$ cat src/rtl/pdseq_pkg.sv
package pdseq_pkg;
  localparam int PC_W = 7;

  // Bit positions inside one power-control word
  localparam int B_RSTN   = 0;
  localparam int B_ISO    = 1;
  localparam int B_PON    = 2;
  localparam int B_PON2   = 3;
  localparam int B_CKDIS  = 4;
  localparam int B_SCKISO = 5;
  localparam int B_SISOB  = 6;

  // Powered-on value: reset released, both switches on, SRAM isolate-interrupt high
  localparam logic [PC_W-1:0] PC_ON = 7'h4D;

  typedef enum logic [3:0] {
    OP_NONE, OP_ISO, OP_SCKISO, OP_SISOB, OP_L1REQ,
    OP_RSTN, OP_CKDIS, OP_PON, OP_PON2
  } step_op_t;

  typedef enum logic [3:0] {
    ST_IDLE, ST_ISO, ST_SCKISO, ST_SISOB, ST_L1REQ, ST_WACK,
    ST_RSTN, ST_CKDIS, ST_PON, ST_PON2, ST_WSTA
  } seq_state_t;
endpackage

$ cat src/rtl/pdseq_keygate.sv
module pdseq_keygate #(
  parameter int CFG_W = 32,
  parameter int KEY_W = 16,
  parameter logic [KEY_W-1:0] KEY = 16'hC3A5
) (
  input  logic             clk,
  input  logic             rst,
  input  logic             cfg_we,
  input  logic [CFG_W-1:0] cfg_wdata,
  output logic             armed
);
  localparam int KEY_LSB = CFG_W - KEY_W;

  // Each write replaces the previous verdict
  always_ff @(posedge clk) begin
    if (rst) begin
      armed <= 1'b0;
    end else if (cfg_we) begin
      armed <= (cfg_wdata[CFG_W-1:KEY_LSB] == KEY) && cfg_wdata[0];
    end
  end
endmodule

$ cat src/rtl/pdseq_fsm.sv
module pdseq_fsm
  import pdseq_pkg::*;
#(
  parameter int NDOM  = 3,
  parameter int IDX_W = 2
) (
  input  logic             clk,
  input  logic             rst,
  input  logic             start,
  input  logic             armed,
  input  logic [IDX_W-1:0] first_dom,
  input  logic [NDOM-1:0]  l1_ack,
  input  logic [NDOM-1:0]  dom_on_p,
  input  logic [NDOM-1:0]  dom_on_s,
  output step_op_t         op,
  output logic [IDX_W-1:0] op_dom,
  output logic             busy,
  output logic             done
);
  seq_state_t       st;
  logic [IDX_W-1:0] cur;
  logic             ack_sel;
  logic             on_sel;
  logic             first_ok;
  logic             accept;
  logic             last_dom;

  // Pick the handshake inputs of the domain being worked on
  always_comb begin
    ack_sel = 1'b0;
    on_sel  = 1'b0;
    for (int d = 0; d < NDOM; d++) begin
      if (cur == IDX_W'(d + 1)) begin
        ack_sel = l1_ack[d];
        on_sel  = dom_on_p[d] | dom_on_s[d];
      end
    end
  end

  assign first_ok = (first_dom != '0) && (first_dom <= IDX_W'(NDOM));
  assign accept   = start && armed && (st == ST_IDLE) && first_ok;
  assign last_dom = (cur == IDX_W'(NDOM));

  always_ff @(posedge clk) begin
    if (rst) begin
      st   <= ST_IDLE;
      cur  <= '0;
      done <= 1'b0;
    end else begin
      done <= 1'b0;
      case (st)
        ST_IDLE: if (accept) begin
          st  <= ST_ISO;
          cur <= first_dom;
        end
        ST_ISO:    st <= ST_SCKISO;
        ST_SCKISO: st <= ST_SISOB;
        ST_SISOB:  st <= ST_L1REQ;
        ST_L1REQ:  st <= ST_WACK;
        ST_WACK:   if (ack_sel) st <= ST_RSTN;
        ST_RSTN:   st <= ST_CKDIS;
        ST_CKDIS:  st <= ST_PON;
        ST_PON:    st <= ST_PON2;
        ST_PON2:   st <= ST_WSTA;
        ST_WSTA: if (!on_sel) begin
          if (last_dom) begin
            st   <= ST_IDLE;
            done <= 1'b1;
          end else begin
            cur <= cur + 1'b1;
            st  <= ST_ISO;
          end
        end
        default:   st <= ST_IDLE;
      endcase
    end
  end

  // One step strobe per state; the register bank applies it on the next edge
  always_comb begin
    case (st)
      ST_ISO:    op = OP_ISO;
      ST_SCKISO: op = OP_SCKISO;
      ST_SISOB:  op = OP_SISOB;
      ST_L1REQ:  op = OP_L1REQ;
      ST_RSTN:   op = OP_RSTN;
      ST_CKDIS:  op = OP_CKDIS;
      ST_PON:    op = OP_PON;
      ST_PON2:   op = OP_PON2;
      default:   op = OP_NONE;
    endcase
  end

  assign op_dom = cur;
  assign busy   = (st != ST_IDLE);
endmodule

$ cat src/rtl/pdseq_domreg.sv
module pdseq_domreg
  import pdseq_pkg::*;
#(
  parameter int NDOM  = 3,
  parameter int IDX_W = 2
) (
  input  logic                 clk,
  input  logic                 rst,
  input  step_op_t             op,
  input  logic [IDX_W-1:0]     op_dom,
  output logic [NDOM*PC_W-1:0] pctl,
  output logic [NDOM-1:0]      l1_req
);
  for (genvar d = 0; d < NDOM; d++) begin : g_dom
    logic [PC_W-1:0] word;
    logic            req;
    logic            hit;

    assign hit = (op_dom == IDX_W'(d + 1));

    always_ff @(posedge clk) begin
      if (rst) begin
        word <= PC_ON;
        req  <= 1'b0;
      end else if (hit) begin
        case (op)
          OP_ISO:    word[B_ISO]    <= 1'b1;
          OP_SCKISO: word[B_SCKISO] <= 1'b1;
          OP_SISOB:  word[B_SISOB]  <= 1'b0;
          OP_L1REQ:  req            <= 1'b1;
          OP_RSTN:   word[B_RSTN]   <= 1'b0;
          OP_CKDIS:  word[B_CKDIS]  <= 1'b1;
          OP_PON:    word[B_PON]    <= 1'b0;
          OP_PON2:   word[B_PON2]   <= 1'b0;
          default:   ;
        endcase
      end
    end

    assign pctl[d*PC_W +: PC_W] = word;
    assign l1_req[d]            = req;
  end
endmodule

$ cat src/rtl/pdseq_top.sv
module pdseq_top
  import pdseq_pkg::*;
#(
  parameter int NDOM     = 3,
  parameter int CFG_W    = 32,
  parameter int KEY_W    = 16,
  parameter logic [KEY_W-1:0] KEY = 16'hC3A5,
  parameter int STA_W    = 32,
  parameter int STA_BASE = 10
) (
  input  logic                        clk,
  input  logic                        rst,
  input  logic                        cfg_we,
  input  logic [CFG_W-1:0]            cfg_wdata,
  input  logic                        start,
  input  logic [$clog2(NDOM+1)-1:0]   first_dom,
  input  logic [NDOM-1:0]             l1_ack,
  input  logic [STA_W-1:0]            pwr_sta,
  input  logic [STA_W-1:0]            pwr_sta2,
  output logic [NDOM*PC_W-1:0]        pctl,
  output logic [NDOM-1:0]             l1_req,
  output logic                        busy,
  output logic                        done
);
  localparam int IDX_W = $clog2(NDOM + 1);

  logic             armed;
  logic [NDOM-1:0]  dom_on_p;
  logic [NDOM-1:0]  dom_on_s;
  step_op_t         op;
  logic [IDX_W-1:0] op_dom;

  // Only each domain's own status bit is decoded
  for (genvar d = 0; d < NDOM; d++) begin : g_sta
    assign dom_on_p[d] = pwr_sta[STA_BASE + d];
    assign dom_on_s[d] = pwr_sta2[STA_BASE + d];
  end

  pdseq_keygate #(
    .CFG_W(CFG_W),
    .KEY_W(KEY_W),
    .KEY  (KEY)
  ) u_keygate (
    .clk      (clk),
    .rst      (rst),
    .cfg_we   (cfg_we),
    .cfg_wdata(cfg_wdata),
    .armed    (armed)
  );

  pdseq_fsm #(
    .NDOM (NDOM),
    .IDX_W(IDX_W)
  ) u_fsm (
    .clk      (clk),
    .rst      (rst),
    .start    (start),
    .armed    (armed),
    .first_dom(first_dom),
    .l1_ack   (l1_ack),
    .dom_on_p (dom_on_p),
    .dom_on_s (dom_on_s),
    .op       (op),
    .op_dom   (op_dom),
    .busy     (busy),
    .done     (done)
  );

  pdseq_domreg #(
    .NDOM (NDOM),
    .IDX_W(IDX_W)
  ) u_domreg (
    .clk   (clk),
    .rst   (rst),
    .op    (op),
    .op_dom(op_dom),
    .pctl  (pctl),
    .l1_req(l1_req)
  );
endmodule

$ cat config.mk
export PLATFORM = sky130hd
export DESIGN_NAME = pdseq_top
export DESIGN_NICKNAME = d
export VERILOG_FILES = /design/src/rtl/pdseq_pkg.sv /design/src/rtl/pdseq_keygate.sv /design/src/rtl/pdseq_fsm.sv /design/src/rtl/pdseq_domreg.sv /design/src/rtl/pdseq_top.sv
export SDC_FILE = /design/constraint.sdc
export NUM_CORES = 1
export LEC_CHECK = 0
export BUFFER_PORTS_ARGS = -buffer_cell sky130_fd_sc_hd__clkbuf_2
export CORE_UTILIZATION = 36
export DETAILED_ROUTE_END_ITERATION = 10
export PLACE_DENSITY_LB_ADDON = 0.1
export SYNTH_ARGS = -nofsm -noshare
export SYNTH_HDL_FRONTEND = slang
export SYNTH_SLANG_ARGS = --single-unit
$ cat constraint.sdc
create_clock -name clk -period 1.8 [get_ports clk]
set_input_delay 0 -clock clk [delete_from_list [all_inputs] [get_ports clk]]
set_output_delay 0 -clock clk [all_outputs]
set_load 0.005 [all_outputs]
==> reports/results.ini <==
[outcome]
status=complete, but fails checks
failed_checks=DRC

[cts]
cts_sinks=36
cts_root_buf=clkbuf_8
cts-buffers-inserted=5
clk_latency_ns=0.29
clk_pin_slew_ns=0.07
cts_tree=built
clock_path_buffers=2
htreeDepth=2

[worst_hold_path]
holdPathEnd=u_fsm.done$_SDFF_PP0_
holdCritPathClass=in -> reg
hold_depth=3
min-delay-start=pwr_sta[12]

[sta]
fmax_mhz=573
finClkSkew_ns=0.00795
period_needed_ns=1.75
slew_headroom=0.664
setup_viol=0
finalCritPeriodShare=0.970
hold_viol_final=0
rsz0062_at_grt=yes
slew_violations=0
worst_pin_slew_ns=0.497

[routing]
wl_per_cell_um=13.3
drc=6
drtIter0Drc=93
firstDrtPassIters=7
vias=1656
antenna_left=0
vias_per_cell=5.11
routed_wl_um=4320

[floorplanning]
core_um2=4440
boundaryPins=131
die_y_um=70.8
die_area_um2=5010
row_count=24
die_width_um=70.8
initial_core_util=0.383

[place]
post_dp_cell_area_um2=2160
hpwl_um=3060
io_buffers=57
gp_congestion=0.838
dp.cells=311

[cells_and_area]
design_area_um2=2420
final_cell_mix=57 x clkbuf_2, 34 x dfxtp_1, 23 x nor2_1, 23 x buf_4, 21 x nand2_1
ff_latch_area_um2=723
instances_no_fill=324
drive_above_1_share=0.419
nNetsFinal=379
diodes=0
final_common_cell=clkbuf_2
multi_input_area_um2=976
syn_to_final_growth_pct=42.5
nFillCells=423

[setup_path]
cp_cell_sequence=buf_4 > ha_4 > inv_2 > buf_6 > o311ai_4 > buf_4 > buf_4 > a21oi_4 > mux2i_1 > nor2_1
r2r-end=u_fsm.op_dom[1]$_SDFFE_PP0P_
r2r-start=u_fsm.op_dom[0]$_SDFFE_PP0P_
reg2reg_depth=10
cp_common_cell=buf_4
crit_family=buffers and inverters
cp-start-kind=register
cp.arrival_ns=1.92
worstPathRequired_ns=1.97
slowest_stage=dfxtp_2
critPathMaxFanout=3
path_buf_inv=5
setup.reg_to_reg.worst_slack_ns=0.05
cp-end-kind=register
critical_path_class=reg -> reg
cpPeakStageDelay_ns=0.34

[pwr]
p_per_area_nw_per_um2=758
vdd_drop_max_mv=0.538
p_leak_uw=0.00104

[logic_synthesis]
syn_inst=194
ys_seq_elements=36
synth_cell_types=45
syn_nets=302
synth_area_per_cell_um2=8.77
syn_area_um2=1700
yosys_warnings=0
yosysSeqAreaShare=0.424

[global_route]
gr-total-overflow=0
antenna_found_initial=0
grt_pass1_wl_um=7200
grt_use_total=0.182
grt_start_max_net_pins=24
grt_pass1_vias=1568

[run]
cap_violations=0

==> synthesized netlist by cell type (all sizes together) <==
cell | count | area (µm²)
dfxtp | 36 | 721
nor2 | 23 | 86.3
nand2 | 22 | 82.6
a21oi | 21 | 116
a21o | 13 | 97.6
buf | 9 | 56.3
nand2b | 9 | 63.8
clkbuf | 6 | 22.5
inv | 6 | 22.5
nor3 | 6 | 30.0
o21ai | 4 | 20.0
a211oi | 3 | 27.5
ha | 3 | 37.5
mux2i | 3 | 30.0
o22a | 3 | 35.0
nand4 | 2 | 12.5
nor2b | 2 | 12.5
nor4b | 2 | 17.5
o211ai | 2 | 15.0
o311ai | 2 | 25.0
a211o | 1 | 8.76
a22o | 1 | 8.76
a2bb2oi | 1 | 8.76
a41oi | 1 | 27.5
and2 | 1 | 6.26
and3b | 1 | 8.76
and4 | 1 | 8.76
nand4b | 1 | 8.76
nand4bb | 1 | 11.3
nor4 | 1 | 6.26
nor4bb | 1 | 10.0
o221ai | 1 | 8.76
o32ai | 1 | 8.76
or4 | 1 | 11.3
or4b | 1 | 10.0
xnor2 | 1 | 8.76
xor2 | 1 | 8.76
==> worst max-delay path by stage <==
stage / from / end / slack (ns) / cells after the start
2_1_floorplan: u_fsm.op_dom[0]$_SDFFE_PP0P_ / u_fsm.op[2]$_DFF_P_ / 0.02 / 8
3_3_place_gp: u_fsm.op_dom[0]$_SDFFE_PP0P_ / u_fsm.op[3]$_SDFF_PP0_ / -0.02 / 9
3_5_place_dp: u_fsm.op_dom[0]$_SDFFE_PP0P_ / u_fsm.op[2]$_DFF_P_ / -0.04 / 9
4_1_cts: u_fsm.op_dom[0]$_SDFFE_PP0P_ / u_fsm.op[2]$_DFF_P_ / 0.008 / 9
5_1_grt: u_fsm.op_dom[0]$_SDFFE_PP0P_ / u_fsm.op[2]$_DFF_P_ / -0.02 / 9
6_report: u_fsm.op_dom[0]$_SDFFE_PP0P_ / u_fsm.op_dom[1]$_SDFFE_PP0P_ / 0.05 / 10
==> metal layers <==
metal / global-route usage / share of wire
met1: 0.243 / 0.49
met2: 0.286 / 0.44
met3: 0.0541 / 0.058
met4: 0.0533 / 0.0088
met5: 0 / 0
==> power breakdown <==
group / internal (µW) / switching (µW) / leakage (µW)
combinational: 120 / 117 / 0.000684
clock: 489 / 283 / 0.0000645
sequential: 812 / 18.5 / 0.000292
total: 1420 / 418 / 0.00104
==> cell families (layout without fill, tap and decap cells) <==
family,count (synthesis),in the layout,synth area share
adders and majority gates,3,3,0.0221
DFF,36,36,0.424
AOI/OAI and AO/OA,54,54,0.240
buffers and inverters,21,99,0.0596
and+or+nand+nor,75,75,0.227
xor gates and xnor gates,2,2,0.0103
muxes,3,3,0.0176
==> through the flow <==
stage          TNS [ns]  total power (µW)  hold WS, ns  setup WS, ns  utilization
2_1_floorplan         0               988        0.154        0.0153            -
3_3_place_gp    -0.0274              1070        0.259       -0.0159        0.486
3_5_place_dp    -0.0665              1070        0.264       -0.0427        0.486
4_1_cts               0              1860       0.0199       0.00835        0.522
5_1_grt         -0.0356              1920       0.0364       -0.0209        0.546
6_report              0              1840       0.0505        0.0544        0.546
==> repair_timing <==
action                                 in CTS  in global routing
gates resized for setup                     5                 17
setup endpoints to repair                   4                  6
setup buffers                               0                  3
pin swaps                                   1                  7
endpoints found under the hold margin       1                  0
hold buffers                                2                  0
==> cell type report <==
class | instances | area share
multi-input cells | 137 | 0.402
flip-flops and latches | 36 | 0.298
repair buffers | 85 | 0.211
clock buffers | 7 | 0.0397
well taps | 52 | 0.0268
clock inverters | 1 | 0.0124
inverters | 6 | 0.00929
==> registers in the layout, summed over array words and instances (netlist names) <==
signal	cells
u_fsm.op	4
u_fsm.op_dom	2
u_fsm.done	1
u_domreg.g_dom.req	3
u_fsm.st	4
u_keygate.armed	1
u_domreg.g_dom.word	21
==> worst min-delay path, delay by kind of cell <==
kind,cells,cell delay [ns]
simple gates,2,0.22
buf+inv,1,0.08
(Power assumes the default switching activity.)
